**src/rtl/bus_parity_unit.sv**
```systemverilog
module bus_parity_unit #(
  parameter int REQ_W  = 5,
  parameter int STAT_W = 3
) (
  input  logic              clk,
  input  logic              rst_n,
  input  logic              gen_req_i,
  input  logic              gen_rsp_i,
  input  logic              obs_en_i,
  input  logic              err_clr_i,
  input  logic              strb_n_i,
  input  logic [REQ_W-1:0]  req_n_i,
  input  logic [STAT_W-1:0] stat_n_i,
  input  logic              req_par_i,
  input  logic              rsp_par_i,
  output logic              req_par_o,
  output logic              rsp_par_o,
  output logic              req_err_o,
  output logic              rsp_err_o
);

  localparam int REQ_GRP_W = REQ_W + 1;

  logic [REQ_GRP_W-1:0] req_grp;
  logic req_good, rsp_good, rsp_busy, req_bad, rsp_bad;

  assign req_grp  = {strb_n_i, req_n_i};

  // parity is high for an even number of low lines
  assign req_good = ~(^(~req_grp));
  assign rsp_good = ~(^(~stat_n_i));
  assign rsp_busy = stat_n_i != {STAT_W{1'b1}};

  assign req_bad  = obs_en_i && !strb_n_i && (req_par_i != req_good);
  assign rsp_bad  = obs_en_i && rsp_busy && (rsp_par_i != rsp_good);

  always_ff @(posedge clk or negedge rst_n) begin
    if (!rst_n) begin
      req_par_o <= 1'b1;
      rsp_par_o <= 1'b1;
    end else begin
      req_par_o <= gen_req_i ? req_good : 1'b1;
      rsp_par_o <= gen_rsp_i ? rsp_good : 1'b1;
    end
  end

  always_ff @(posedge clk or negedge rst_n) begin
    if (!rst_n) begin
      req_err_o <= 1'b0;
      rsp_err_o <= 1'b0;
    end else begin
      req_err_o <= req_bad || (req_err_o && !err_clr_i);
      rsp_err_o <= rsp_bad || (rsp_err_o && !err_clr_i);
    end
  end

endmodule


```
**config.mk**
```make
export PLATFORM = sky130hd
export DESIGN_NAME = bus_parity_unit
export DESIGN_NICKNAME = d
export VERILOG_FILES = /design/src/rtl/bus_parity_unit.sv
export SDC_FILE = /design/constraint.sdc
export NUM_CORES = 1
export LEC_CHECK = 0
export ABC_AREA = 1
export ABC_CLOCK_PERIOD_IN_PS = 1000
export CAP_MARGIN = 20
export CORE_AREA = 2 2 39 41
export CTS_CLUSTER_SIZE = 12
export DETAILED_ROUTE_END_ITERATION = 10
export DIE_AREA = 0 0 41 43
export DONT_BUFFER_PORTS = 1
export GPL_ROUTABILITY_DRIVEN = 0
export PLACE_DENSITY = 0.38
export SKIP_LAST_GASP = 1
export SYNTH_ARGS = -nofsm -noshare
export SYNTH_HDL_FRONTEND = slang
export SYNTH_SLANG_ARGS = --single-unit
```
**constraint.sdc**
```tcl
create_clock -name clk -period 1 [get_ports clk]
set_input_delay 0.15 -clock clk [delete_from_list [all_inputs] [get_ports clk]]
set_output_delay 0.15 -clock clk [all_outputs]
set_load 0.01 [all_outputs]
```
======== Word-level counts from Yosys, hierarchy flattened ========
Index checks and enable logic that the tools add are counted.
storage, ports and cells
  output and inout port bits .............. 4
  input bits .............................. 17
  register bits after elaboration ......... 4
  logic and storage cells ................. 25
operators by class
  reductions and logical operators ........ 12
  mux-type cells .......................... 2
  eq/ne operators ......................... 3
  bitwise gates (word level) .............. 4
operators with widths
  kind                                   count
  logical AND 1 bit                      6
  NOT 6 bit                              1
  XOR reduction 6 bit                    1
  != test 3 bit (second input constant)  1
  NOT 3 bit                              1
  XOR reduction 3 bit                    1
  zero test 1 bit                        2
  logical OR 1 bit                       2
  two-way mux 1 bit                      2
  != test 1 bit                          2
  NOT 1 bit                              2

======== Depth between registers and ports, before layout ========
Gate-level depths: netlist (run 1).
  word-level depth ........................ 6
  depth in mapped cells ................... 9
  gate-level depth less buffers ........... 9

======== Worst setup path before layout (run 1) ========
Ideal clock, no wire load.
  kind .................................... input-to-reg
  from .................................... in stat_n_i[0]
  to ...................................... reg rsp_err_o
  setup time .............................. 120 ps
  data arrival time ....................... 861 ps
  buffers on the path ..................... 0
  cell stages on the path ................. 5
  path slack .............................. 19 ps
  required time ........................... 880 ps
  cell sequence ........................... ha_1 > xnor2_1 > and2_0 > o21ai_1 > nand2_1
on the way
  word-level cells in the longest chain between the ends .. 6
  elaborated cells on any way between the ends .. 8
  those cells by class .................... eq/ne: 2; bitwise: 2; reduce/logical: 4
ends and longest elaborated chain
  element               RTL line  text
  start, declared       13        input logic [STAT_W-1:0] stat_n_i,
  NOT 3 bit             31        assign rsp_good = ~(^(~stat_n_i));
  XOR reduction 3 bit   31
  NOT 1 bit             31
  != test 1 bit         35        assign rsp_bad = obs_en_i && rsp_busy && (rsp_par_i != rsp_good);
  logical AND 1 bit *   35
  logical OR 1 bit *    53        rsp_err_o <= rsp_bad || (rsp_err_o && !err_clr_i);
  end signal, assigned  53
  end, declared         19        output logic rsp_err_o
Every way passes the cells marked *; elsewhere a longest branch is shown, timed or not.

======== Worst setup path in the final report (run 1) ========
  from .................................... reg rsp_par_o
  to ...................................... out rsp_par_o
RTL lines
  element                 RTL line  text
  start, declared         17        output logic rsp_par_o,
  start signal, assigned  43        rsp_par_o <= gen_rsp_i ? rsp_good : 1'b1;
No word-level cell between the ends.

==> results of run 1 <==
## power by group through the flow
stage / Clock, mW / Sequential [mW] / Combinational (mW)
finish: 0.192 / 0.208 / 0.115
global route: 0.208 / 0.213 / 0.136
CTS: 0.202 / 0.209 / 0.117
detailed placement: 0 / 0.211 / 0.105
global placement: 0 / 0.211 / 0.105
floorplan: 0 / 0.209 / 0.0933
## final cells by class
cell class | count | area [µm²] | share of cell area
Clock buffer | 3 | 22.5 | 0.0561
Inverter | 9 | 33.8 | 0.0841
Multi-Input combinational cell | 35 | 193 | 0.480
Sequential cell | 4 | 103 | 0.255
Tap cell | 16 | 20.0 | 0.0498
Timing Repair Buffer | 3 | 30.0 | 0.0748
## cell usage after synthesis, drive strengths merged
library cell	instances	area share
xor2	1	0.027
dfstp	2	0.16
a21oi	1	0.015
and2	1	0.019
inv	9	0.10
xnor2	1	0.027
o21ai	1	0.015
nand2	19	0.24
ha	1	0.038
nand3	6	0.15
dfrtp	2	0.15
nor2	4	0.053
## worst register-to-register path: stages (launching register included)
cell and delay (ns):
dfrtp_1 0.40, nand2_1 0.09, nand2_1 0.05
## through the flow
step / setup TNS, ns / power [mW] / cells
finish: 0 / 0.515 / 70
global route: 0 / 0.557 / 70
CTS: 0 / 0.528 / 70
detailed placement: -0.0235 / 0.315 / 64
global placement: -0.0249 / 0.316 / 64
floorplan: 0 / 0.302 / 48
## sequential cells by signal (all words and copies together) (netlist names)
| name | cells |
|---|---|
| rsp_err_o | 1 |
| req_par_o | 1 |
| rsp_par_o | 1 |
| req_err_o | 1 |
## placed cells by master, fill, tap and decap left out, types with 2 or more instances in the layout
cell type / Yosys / layout
nand3_2: 4 / 4
nand2_1: 16 / 16
dfrtp_1: 2 / 2
nand3_1: 2 / 2
nor2_1: 3 / 3
inv_1: 8 / 8
dfstp_2: 2 / 2
clkbuf_4: 0 / 3
dlygate4sd3_1: 0 / 3
nand2_2: 3 / 3
## cell families after synthesis
| group | count (synthesis) | share of synthesized area |
|---|---|---|
| and+or+nand+nor | 30 | 0.464 |
| adders and majority gates | 1 | 0.0380 |
| AOI/OAI and AO/OA | 2 | 0.0304 |
| xor gates and xnor gates | 2 | 0.0532 |
| DFF | 4 | 0.312 |
| buffers and inverters | 9 | 0.103 |
## path summary, 6_finish.rpt
check | slack, ns | cells after the start | endpoint | start
setup / recovery | 0.09 | 0 | rsp_par_o | rsp_par_o$_DFF_PN1_
hold / removal | 0.08 | 2 | rsp_par_o$_DFF_PN1_ | stat_n_i[2]
max in group asynchronous | 0.57 | 1 | req_par_o$_DFF_PN1_ | rst_n
min in group asynchronous | 0.19 | 1 | rsp_err_o$_DFF_PN0_ | rst_n
hold reg to reg | 0.55 | 2 | req_err_o$_DFF_PN0_ | req_err_o$_DFF_PN0_
setup reg to reg | 0.34 | 2 | rsp_err_o$_DFF_PN0_ | rsp_err_o$_DFF_PN0_
## what timing repair did
action | in CTS | in global routing
hold buffers | 3 | 0
endpoints found under the hold margin | 6 | 0
setup buffers | 0 | 0
setup endpoints to repair | 0 | 0
## metal layers
metal | vias to the layer above | wire length (µm) | global-route usage
met2 | 9 | 295 | 0.113
met1 | 111 | 228 | 0.0857
met5 | - | 0 | 0
met4 | 0 | 0 | 0.0800
li1 | 156 | - | -
met3 | 0 | 42 | 0.0209
==> impl_metrics.json, run 1 <==
{
  "grt_usage": 0.0790,
  "num_rows": 14,
  "cts_repair_resize_count": 0,
  "die_x_um": 41,
  "slew_headroom": 0.848,
  "grt_pass1_vias": 286,
  "dieArea_mm2": 0.00176,
  "hold_violations": 0,
  "firstDrtPassIters": 4,
  "fmax_mhz": 1090,
  "grt_overflow": 0,
  "required_ns": 0.85,
  "synth.distinct_cells": 16,
  "fin_crit_ns": 0.914,
  "tightestPinTransition_ns": 0.227,
  "fillCellCount": 157,
  "fin_area_um2": 402,
  "worst-setup-path-type": "flip-flop to output pin",
  "fin_util": 0.290,
  "yosys_register_bits": 4,
  "detail-route-antenna-nets": 0,
  "fin_ws_ns": 0.0864,
  "p_leak_nw": 0.224,
  "clock_path_buffers": 2,
  "syn_to_final_growth_pct": 22.1,
  "seq_area_frac_synth": 0.312,
  "switching_power_mw": 0.140,
  "fin_nets": 74,
  "setup_viol": 0,
  "power_density_mw_per_mm2": 1280,
  "cts.clk_slew.worst_paths_ns": 0.04,
  "synth_area_per_cell_um2": 6.86,
  "vias_per_cell": 3.94,
  "start_util": 0.238,
  "port_buffers": 0,
  "synthCells": 48,
  "drc": 0,
  "ys_warn_count": 0,
  "vias": 276,
  "io_pins": 21,
  "drive_gt1_frac": 0.259,
  "worst_clock_skew_ns": 0,
  "rsz0062_at_grt": "no",
  "grt_start_max_net_pins": 5,
  "antenna_found_initial": 0,
  "dp_worst_setup_slack_ns": -0.0235,
  "clockRootBuffer": "clkbuf_4",
  "dpl.hpwl_um": 499,
  "status": "completed",
  "fin_crit_sh": 0.914,
  "htreeDepth": 1,
  "combPwrFrac": 0.223,
  "sw_frac_of_total": 0.272,
  "synth.cell_area_um2": 329,
  "clkLatencyLatePin_ns": 0.23,
  "placed_cell_area_um2": 349,
  "drt-total-wl_um": 566,
  "n_antenna_cell": 0,
  "critPathLaunchType": "flip-flop",
  "holdCritPathClass": "primary input to flip-flop",
  "die_h_um": 43,
  "whs_ns": 0.0782,
  "drv.max_cap_violation_count": 0,
  "crit_arrival_ns": 0.76,
  "wl_per_cell_um": 8.09,
  "cts_tree": "done",
  "worst-path-max-fanout": 1,
  "p_int_mw": 0.375,
  "grt_pass1_wl_um": 931,
  "peakVddDrop_uv": 248,
  "core_mm2": 0.00138,
  "cts_buffers": 3,
  "clkSinkCount": 4,
  "critPathCaptureType": "output pin",
  "synth_fp_nets": 66,
  "first_iter_violations": 4,
  "seqPwrFrac": 0.404,
  "clock_power_share": 0.373,
  "slew_viol_final": 0
}
Note: power is estimated with default switching activity, not from simulation.
==> run 2, diff against run 1 <==
--- a/config.mk
+++ b/config.mk
@@ -9,6 +9,7 @@
 export ABC_CLOCK_PERIOD_IN_PS = 1000
 export CAP_MARGIN = 20
 export CORE_AREA = 2 2 39 41
+export CTS_BUF_LIST = sky130_fd_sc_hd__clkbuf_8
 export CTS_CLUSTER_SIZE = 12
 export DETAILED_ROUTE_END_ITERATION = 10
 export DIE_AREA = 0 0 41 43
==> impl_metrics.json, run 2 (synthesis gave the netlist of run 1 again) <==
{
  "clockRootBuffer": "clkbuf_8",
  "grt_pass1_wl_um": 952,
  "cts_buffers": 3,
  "p_leak_nw": 0.227,
  "holdCritPathClass": "primary input to flip-flop",
  "dp_cells": 64,
  "fillCellCount": 156,
  "fin_ws_ns": 0.105,
  "cts_setup_buffers": 0,
  "antenna_found_initial": 0,
  "rsz0062_at_grt": "no",
  "cts.clk_slew.worst_paths_ns": 0.03,
  "fin_crit_ns": 0.895,
  "setup_viol": 0,
  "htreeDepth": 1,
  "vias_per_cell": 3.94,
  "crit_arrival_ns": 0.74,
  "die_h_um": 43,
  "port_buffers": 0,
  "wl_per_cell_um": 8.38,
  "drv.max_cap_violation_count": 0,
  "final_cell_mix": "nand2_1, inv_1, nand3_2",
  "worst-path-max-fanout": 1,
  "slew_viol_final": 0,
  "clkLatencyLatePin_ns": 0.21,
  "multi_input_area_um2": 193,
  "slew_headroom": 0.848,
  "syn_to_final_growth_pct": 24.7,
  "core_mm2": 0.00138,
  "io_pins": 21,
  "n_antenna_cell": 0,
  "grt_start_max_net_pins": 5,
  "die_x_um": 41,
  "power_density_mw_per_mm2": 1580,
  "detail-route-antenna-nets": 0,
  "required_ns": 0.85,
  "fin_crit_sh": 0.895,
  "worst-setup-path-type": "flip-flop to output pin",
  "final_common_cell": "nand2_1",
  "tightestPinTransition_ns": 0.227,
  "clkSinkCount": 4,
  "dpl.hpwl_um": 499,
  "grt_pass1_vias": 274,
  "cp.depth": 0,
  "fin_area_um2": 410,
  "tns_ns": 0,
  "vias": 272,
  "first_iter_violations": 4,
  "hold_violations": 0,
  "drive_gt1_frac": 0.264,
  "cts_tree": "done",
  "placed_cell_area_um2": 349,
  "grt_overflow": 0,
  "grt_usage": 0.0830,
  "critPathCaptureType": "output pin",
  "num_rows": 14,
  "total_power_mw": 0.648,
  "seqCellArea_um2": 103,
  "fin_nets": 73,
  "peakVddDrop_uv": 323,
  "hold_depth": 1,
  "drc": 0,
  "dieArea_mm2": 0.00176,
  "worst_clock_skew_ns": 0,
  "dp_worst_setup_slack_ns": -0.0235,
  "critPathLaunchType": "flip-flop",
  "start_util": 0.238,
  "instances_no_fill": 69,
  "whs_ns": 0.0121,
  "status": "completed",
  "firstDrtPassIters": 4,
  "fin_util": 0.297,
  "clock_path_buffers": 2,
  "drt-total-wl_um": 578,
  "fmax_mhz": 1120,
  "reg2regPathDepth": 2
}
==> run 2: routing by layer <==
layer | part of all wire | wire length (µm) | up-vias | GRT usage
met2 | 0.51 | 292 | 9 | 0.109
met5 | 0 | 0 | - | 0
met1 | 0.41 | 236 | 109 | 0.0921
met3 | 0.085 | 49 | 0 | 0.0366
li1 | - | - | 154 | -
met4 | 0 | 0 | 0 | 0.0800
==> run 2: area by class of cell <==
type                            count  share of cell area
Multi-Input combinational cell     35               0.470
Sequential cell                     4               0.250
Clock buffer                        3               0.101
Inverter                            9              0.0823
Timing Repair Buffer                2              0.0488
Tap cell                           16              0.0488
==> run 2: final timing paths <==
path | start | endpoint | slack [ns]
min | gen_req_i | req_par_o$_DFF_PN1_ | 0.01
min reg2reg | req_err_o$_DFF_PN0_ | req_err_o$_DFF_PN0_ | 0.55
max | rsp_par_o$_DFF_PN1_ | rsp_par_o | 0.11
min in group asynchronous | rst_n | rsp_err_o$_DFF_PN0_ | 0.21
max in group asynchronous | rst_n | req_par_o$_DFF_PN1_ | 0.55
max reg2reg | rsp_err_o$_DFF_PN0_ | rsp_err_o$_DFF_PN0_ | 0.34
==> run 2: power breakdown <==
group	leakage [nW]	internal, mW	switching, mW
sequential	0.0466	0.190	0.0190
clock	0.0216	0.256	0.0721
combinational	0.159	0.0492	0.0626
==> run 2: repair_timing <==
| action | CTS | global route |
|---|---|---|
| hold buffers | 2 | 0 |
| resized for setup | 0 | 0 |
| hold endpoints to repair | 5 | 0 |
